[config.mk]
export PLATFORM = sky130hd
export DESIGN_NAME = burst_seq_top
export DESIGN_NICKNAME = d
export VERILOG_FILES = /design/src/rtl/burst_seq_pkg.sv /design/src/rtl/burst_beat_ctr.sv /design/src/rtl/burst_order_map.sv /design/src/rtl/burst_seq_top.sv
export SDC_FILE = /design/constraint.sdc
export NUM_CORES = 1
export LEC_CHECK = 0
export BUFFER_PORTS_ARGS = -buffer_cell sky130_fd_sc_hd__buf_2
export CORE_ASPECT_RATIO = 0.75
export CORE_MARGIN = 5
export CORE_UTILIZATION = 42
export CTS_CLUSTER_SIZE = 20
export DETAILED_ROUTE_END_ITERATION = 8
export PLACE_DENSITY = 0.75
export SLEW_MARGIN = 20
export SYNTH_ARGS = -nofsm -noshare
export SYNTH_HDL_FRONTEND = slang
export SYNTH_SLANG_ARGS = --single-unit
export TNS_END_PERCENT = 100
[constraint.sdc]
create_clock -name clk -period 1.15 [get_ports clk]
set_clock_uncertainty 0.1 [all_clocks]
set_input_delay 0.23 -clock clk [delete_from_list [all_inputs] [get_ports clk]]
set_output_delay 0.23 -clock clk [all_outputs]
set_load 0.005 [all_outputs]
[src/rtl/burst_seq_pkg.sv]
package burst_seq_pkg;

   typedef enum logic {
      ORD_LINEAR     = 1'b0,
      ORD_INTERLEAVE = 1'b1
   } order_e;

   // Variant selection for the order map
   localparam int VAR_LINEAR_ONLY = 0;
   localparam int VAR_INTLV_ONLY  = 1;
   localparam int VAR_RUNTIME     = 2;

endpackage

[src/rtl/burst_beat_ctr.sv]
module burst_beat_ctr #(
   parameter int OFS_W = 2
) (
   input  logic             clk,
   input  logic             rst,
   input  logic             load_i,
   input  logic             adv_n_i,
   output logic [OFS_W-1:0] beat_o,
   output logic             last_o
);
   localparam logic [OFS_W-1:0] BEAT_MAX = {OFS_W{1'b1}};
   localparam logic [OFS_W-1:0] BEAT_ONE = {{(OFS_W-1){1'b0}}, 1'b1};

   initial begin
      if (OFS_W < 1) $error("burst_beat_ctr: OFS_W must be at least 1");
   end

   logic [OFS_W-1:0] beat_q;

   always_ff @(posedge clk) begin
      if (rst)
         beat_q <= '0;
      else if (load_i)
         beat_q <= '0;
      else if (!adv_n_i)
         beat_q <= beat_q + BEAT_ONE;
   end

   assign beat_o = beat_q;
   assign last_o = (beat_q == BEAT_MAX);

   // load restarts the beat count even with advance active
   a_r2_load_restarts: assert property (@(posedge clk) disable iff (rst)
      load_i |=> (beat_o == '0));

   // hold when idle
   a_r3_idle_hold: assert property (@(posedge clk) disable iff (rst)
      (!load_i && adv_n_i) |=> $stable(beat_o));

   // the advance after the last beat wraps to the first
   a_r7_wrap_beat: assert property (@(posedge clk) disable iff (rst)
      (!load_i && !adv_n_i && last_o) |=> (beat_o == '0));

endmodule

[src/rtl/burst_order_map.sv]
module burst_order_map
   import burst_seq_pkg::*;
#(
   parameter int OFS_W   = 2,
   parameter int VARIANT = VAR_RUNTIME
) (
   input  logic [OFS_W-1:0] start_i,
   input  logic [OFS_W-1:0] beat_i,
   input  order_e           order_i,
   output logic [OFS_W-1:0] ofs_o
);
   initial begin
      if (VARIANT < VAR_LINEAR_ONLY || VARIANT > VAR_RUNTIME)
         $error("burst_order_map: VARIANT out of range");
   end

   logic [OFS_W-1:0] lin_ofs;
   logic [OFS_W-1:0] xor_ofs;

   assign lin_ofs = start_i + beat_i;
   assign xor_ofs = start_i ^ beat_i;

   generate
      if (VARIANT == VAR_LINEAR_ONLY) begin : g_lin
         assign ofs_o = lin_ofs;
      end else if (VARIANT == VAR_INTLV_ONLY) begin : g_xor
         assign ofs_o = xor_ofs;
      end else begin : g_sel
         assign ofs_o = (order_i == ORD_INTERLEAVE) ? xor_ofs : lin_ofs;
      end
   endgenerate

endmodule

[src/rtl/burst_seq_top.sv]
module burst_seq_top
   import burst_seq_pkg::*;
#(
   parameter int ADDR_W  = 17,
   parameter int OFS_W   = 2,
   parameter int VARIANT = VAR_RUNTIME
) (
   input  logic              clk,
   input  logic              rst,
   input  logic              load_i,
   input  logic [ADDR_W-1:0] addr_i,
   input  logic              adv_n_i,
   input  logic              mode_i,
   output logic [ADDR_W-1:0] addr_o,
   output logic              last_o
);
   localparam int UP_W = ADDR_W - OFS_W;

   initial begin
      if (ADDR_W <= OFS_W) $error("burst_seq_top: ADDR_W must exceed OFS_W");
   end

   logic [UP_W-1:0]  base_q;
   logic [OFS_W-1:0] start_q;
   order_e           order_q;
   logic [OFS_W-1:0] beat;
   logic [OFS_W-1:0] ofs;

   always_ff @(posedge clk) begin
      if (rst) begin
         base_q  <= '0;
         start_q <= '0;
         order_q <= ORD_INTERLEAVE;
      end else if (load_i) begin
         base_q  <= addr_i[ADDR_W-1:OFS_W];
         start_q <= addr_i[OFS_W-1:0];
         order_q <= order_e'(mode_i);
      end
   end

   burst_beat_ctr #(.OFS_W(OFS_W)) u_ctr (
      .clk     (clk),
      .rst     (rst),
      .load_i  (load_i),
      .adv_n_i (adv_n_i),
      .beat_o  (beat),
      .last_o  (last_o)
   );

   burst_order_map #(.OFS_W(OFS_W), .VARIANT(VARIANT)) u_map (
      .start_i (start_q),
      .beat_i  (beat),
      .order_i (order_q),
      .ofs_o   (ofs)
   );

   assign addr_o = {base_q, ofs};

   // upper bits stay put between loads
   a_r8_upper_hold: assert property (@(posedge clk) disable iff (rst)
      !load_i |=> $stable(addr_o[ADDR_W-1:OFS_W]));

   // the order only changes on a load
   a_r9_mode_hold: assert property (@(posedge clk) disable iff (rst)
      !load_i |=> $stable(order_q));

   // the offset returns to the start after the fourth beat
   a_r7_wrap_start: assert property (@(posedge clk) disable iff (rst)
      (!load_i && !adv_n_i && last_o) |=> (addr_o[OFS_W-1:0] == start_q));

   // loaded address appears on the next cycle
   a_r2_load_addr: assert property (@(posedge clk) disable iff (rst)
      load_i |=> (addr_o == $past(addr_i)));

endmodule

# Yosys cells after proc, flatten, opt, wreduce, memory -nomap -nowiden
# Index checks and enable logic that the tools add are counted.
dict set report totals {
  elab_cells 10
  inputBits 22
  register_bits 20
}
dict set report classes {
  eq_ne 1
  n_bitwise 1
  n_mux 1
  addsub 2
  reduce_logical 1
}
# op count
set ops {}
lappend ops {{$add 2x1->2 const B} 1}
lappend ops {{$add 2x2->2} 1}
lappend ops {{$eq 2x2->1 const B} 1}
lappend ops {{$mux 2} 1}
lappend ops {{$reduce_or 2->1} 1}
lappend ops {{$xor 2x2->2} 1}

# Longest topological paths before layout
dict set report logic_depth {
  word_depth 2
  ltp_mapped 3
}

# Modules after synthesis
# Synthesis repeated with hierarchy kept, for this count alone.
dict set report unflattened {
  hier_cells 69
  hier_area_um2 773.2
}
# mod cells_per_inst instances seq_area_each_um2 area_per_inst_um2
set modules_own_cells {}
lappend modules_own_cells {burst_seq_top 58 1 360.3 650.6}
lappend modules_own_cells {burst_beat_ctr 7 1 40.0 86.3}
lappend modules_own_cells {burst_order_map 4 1 0.0 36.3}

# Worst setup path before layout
# Ideal clock, no wire load.
dict set report synth_path {
  kind {flip-flop to output port}
  start {register u_ctr.beat_q[0], in the netlist u_ctr.beat_o[0]}
  end {output port addr_o[1]}
  stages_incl_launch_ff 4
  t_required_ns 0.820
  arrival_ns 0.758
  n_path_buf 0
  slack_ns 0.062
  path_cell_list {dfxtp_1 -> ha_1 -> nor2b_1 -> xnor2_1}
}
dict set report synth_between {
  elab_chain_cells 2
}
# item line_no
set synth_rtl {}
lappend synth_rtl {{start: declaration} burst_beat_ctr.sv:18} ;# logic [OFS_W-1:0] beat_q;
lappend synth_rtl {{start signal: assignment} burst_beat_ctr.sv:26} ;# beat_q <= beat_q + BEAT_ONE;
lappend synth_rtl {{$add 2x2->2} burst_order_map.sv:20} ;# assign lin_ofs = start_i + beat_i;
lappend synth_rtl {{$mux 2} burst_order_map.sv:29} ;# assign ofs_o = (order_i == ORD_INTERLEAVE) ? xor_ofs : lin_ofs;
lappend synth_rtl {{end: declaration} burst_seq_top.sv:14} ;# output logic [ADDR_W-1:0] addr_o,
# No other way between the ends.

# Worst setup path in the final report
dict set report layout_path {
  start {register u_ctr.beat_q[0], in the netlist u_ctr.beat_o[0]}
  end {output port last_o}
}
dict set report layout_between {
  elab_chain_cells 1
}
# item line_no
set layout_rtl {}
lappend layout_rtl {{$eq 2x2->1} burst_beat_ctr.sv:30} ;# assign last_o = (beat_q == BEAT_MAX);
lappend layout_rtl {{end: declaration} burst_seq_top.sv:15} ;# output logic last_o
# No other way between the ends.

==> insert_results.sql <==
INSERT INTO impl_metrics (metric_group, metric, value, unit) VALUES
('logic_synthesis', 'synth.top_cells.by_area', 'sky130_fd_sc_hd__dfxtp_1, sky130_fd_sc_hd__mux2i_1, sky130_fd_sc_hd__nor2_1', ''),
('timing', 'grt_setup_unrepaired', 'yes', ''),
('timing', 'setup_ws', '-0.3359', 'ns'),
('final_layout', 'layout.cells.most_common', 'sky130_fd_sc_hd__buf_2', ''),
('outcome', 'violations', 'setup timing', ''),
('job', 'maxCapViolations', '0', ''),
('drt', 'antenna_left', '0', ''),
('drt', 'routedWlPerCell', '12.04', 'um'),
('drt', 'drt-pass1-iter-count', '2', ''),
('drt', 'dr_total_vias', '625', ''),
('drt', 'initialDrtViolationCount', '10', ''),
('placement', 'dp_hpwl', '1182', 'um'),
('logic_synthesis', 'synth-seq-cells', '20', ''),
('cts', 'tritoncts_clock_tree', 'done', ''),
('worst_setup_path', 'critical_path.endpoint_type', 'output pin', ''),
('worst_setup_path', 'crit_type', 'flop to output pin', ''),
('pwr', 'leakagePower', '0.5683', 'nW'),
('final_layout', 'diodes', '0', ''),
('logic_synthesis', 'proportion_of_netlist_area_held_by_the_largest_area_contributor', '52.81', '%'),
('worst_setup_path', 'cell_chain_of_the_critical_path', 'buf_4, buf_6, ha_2, buf_6', ''),
('cts', 'tritoncts.num_buffers', '3', ''),
('final_layout', 'finish.net_count', '137', ''),
('floorplanning', 'die_h', '46.80', 'um'),
('worst_setup_path', 'cp_slowest_stage_delay', '0.35', 'ns'),
('worst_setup_path', 'timing.critical_path.mode_cell', 'sky130_fd_sc_hd__buf_6', ''),
('worst_setup_path', 'buffers_and_inverters_on_the_worst_path', '3', ''),
('final_layout', 'fill_cells', '163', ''),
('logic_synthesis', 'count_of_cell_types_in_the_netlist', '12', ''),
('placement', 'port-buffer-count', '39', ''),
('drt', 'wirelength_met1', '727', 'um'),
('worst_hold_path', 'min-delay-path-class', 'primary input to flop', ''),
('worst_setup_path', 'cp_max_fo', '2', ''),
('pwr', 'total_chip_power', '1.357', 'mW'),
('cts', 'cts_hold_buf', '0', ''),
('timing', 'timing_worst_slew_pin_value', '0.3464', 'ns'),
('timing', 'endpoints_failing_setup', '4', ''),
('worst_setup_path', 'critPathSlowestCell', 'sky130_fd_sc_hd__dfxtp_2', ''),
('logic_synthesis', 'synthesis.yosys.warnings', '0', ''),
('global_routing', 'grt.total_usage', '13.31', '%'),
('logic_synthesis', 'synth_area_per_cell', '10.99', 'um^2'),
('drt', 'dr_wl_met3', '185', 'um'),
('logic_synthesis', 'syn_inst', '69', ''),
('floorplanning', 'dieArea', '2764', 'um^2'),
('floorplanning', 'die_w', '59.06', 'um'),
('drt', 'dr_wl_met2', '690', 'um'),
('cts', 'max-clock-path-buffers', '2', ''),
('drt', 'routed_wl', '1613', 'um'),
('drt', 'remaining_routing_drc_violations', '0', ''),
('worst_setup_path', 'cp.required', '0.82', 'ns'),
('final_layout', 'area_grow_syn2layout', '43.23', '%'),
('cts', 'cts.reportedPaths.clkPinSlew', '0.10', 'ns'),
('cts', 'clk_root_buffer_cell', 'sky130_fd_sc_hd__clkbuf_4', ''),
('logic_synthesis', 'syn_nets', '93', ''),
('drt', 'topRoutingLayerUsed', 'met4', ''),
('final_layout', 'fraction_of_final_layout_cells_sized_beyond_drive_strength_1', '49.11', '%'),
('global_routing', 'total_congestion_overflow_after_global_routing', '0', ''),
('outcome', 'result_of_the_run', 'finished, violations left', ''),
('timing', 'maxSlewViolCount', '0', ''),
('placement', 'gp_routability_congestion', '0.7192', ''),
('floorplanning', 'ioPinCount', '40', ''),
('logic_synthesis', 'synth.cell_area', '758.2', 'um^2'),
('timing', 'final_hold_viol_count', '0', ''),
('floorplanning', 'core.rowCount', '13', ''),
('worst_setup_path', 'cp_top_family', 'flip-flops', ''),
('worst_setup_path', 'timing.critical_path.from_type', 'flop', ''),
('timing', 'fin_setup_tns', '-0.9030', 'ns'),
('global_routing', 'grt_antenna_before_repair', '0', ''),
('logic_synthesis', 'ys_seq_area_share', '52.81', '%'),
('final_layout', 'final_util', '62.99', '%'),
('floorplanning', 'area_of_the_placeable_core', '1724', 'um^2'),
('floorplanning', 'initial_core_util', '43.98', '%');
registers in the layout (all words and copies together), names as in the netlist:
name          flops
start_q           2
order_q           1
base_q           15
u_ctr.beat_o      2
logic make-up (layout without fill, tap and decap cells):
logic type,count (synthesis),after routing,share of synthesized area [%]
xor+xnor,3,3,3.466
mux,18,18,23.76
fa+ha+maj,2,2,3.300
flops,20,20,52.80
compound gates,1,1,1.155
simple gates,21,21,11.39
buf+inv,4,47,4.124
Yosys cell counts:
cell                       count
sky130_fd_sc_hd__clkbuf_1      1
sky130_fd_sc_hd__xor2_1        1
sky130_fd_sc_hd__ha_1          2
sky130_fd_sc_hd__dfxtp_1      20
sky130_fd_sc_hd__a211o_1       1
sky130_fd_sc_hd__nor2b_1       2
sky130_fd_sc_hd__nor2_1       17
sky130_fd_sc_hd__buf_6         2
sky130_fd_sc_hd__mux2i_1      18
sky130_fd_sc_hd__nor3_1        2
sky130_fd_sc_hd__xnor2_1       2
sky130_fd_sc_hd__buf_2         1
final timing paths:
path	startpoint	endpoint	slack, ns	depth (start not counted)
worst max-delay path	u_ctr.beat_o[0]	last_o	-0.34	4
worst min register to register	base_q[0]	base_q[0]	0.40	2
worst min-delay path	mode_i	order_q	0.03	2
worst max register to register	u_ctr.beat_o[0]	u_ctr.beat_o[1]	-0.08	5
repair_timing:
item,4_1_cts,5_1_grt
pin swaps,1,1
setup endpoints to repair,3,6
buffers inserted,2,0
gates resized for setup,9,4
cell type report:
cell class	instances	area, um^2	area share (%)
tap	22	27.53	2.535
sequential	20	404.1	37.21
clock buffer	4	36.28	3.341
timing repair buffer	43	254.0	23.39
multi-input combinational	45	364.1	33.53
layer usage:
layer	track usage (%)	vias up
li1	-	316
met3	6.044	2
met5	0	-
met1	15.94	279
met4	2.715	0
met2	22.47	28
power by group:
part | switching (mW) | internal, mW | total (mW)
clock | 0.202 | 0.193 | 0.394
sequential | 0.0230 | 0.734 | 0.757
combinational | 0.0866 | 0.119 | 0.206
total | 0.311 | 1.05 | 1.36
through the flow:
| step | worst slack, ns | instance area, um^2 | cells | hold slack, ns |
|---|---|---|---|---|
| floorplan | 0.06169 | 758.2 | 69 | 0.2524 |
| global placement | -0.01238 | 977.2 | 128 | 0.3457 |
| detailed placement | -0.03448 | 977.2 | 128 | 0.3415 |
| CTS | -0.3661 | 1064 | 134 | 0.01783 |
| global route | -0.4083 | 1086 | 134 | 0.02514 |
| finish | -0.3359 | 1086 | 134 | 0.03241 |
No activity file was read; power rests on OpenSTA's default activity.
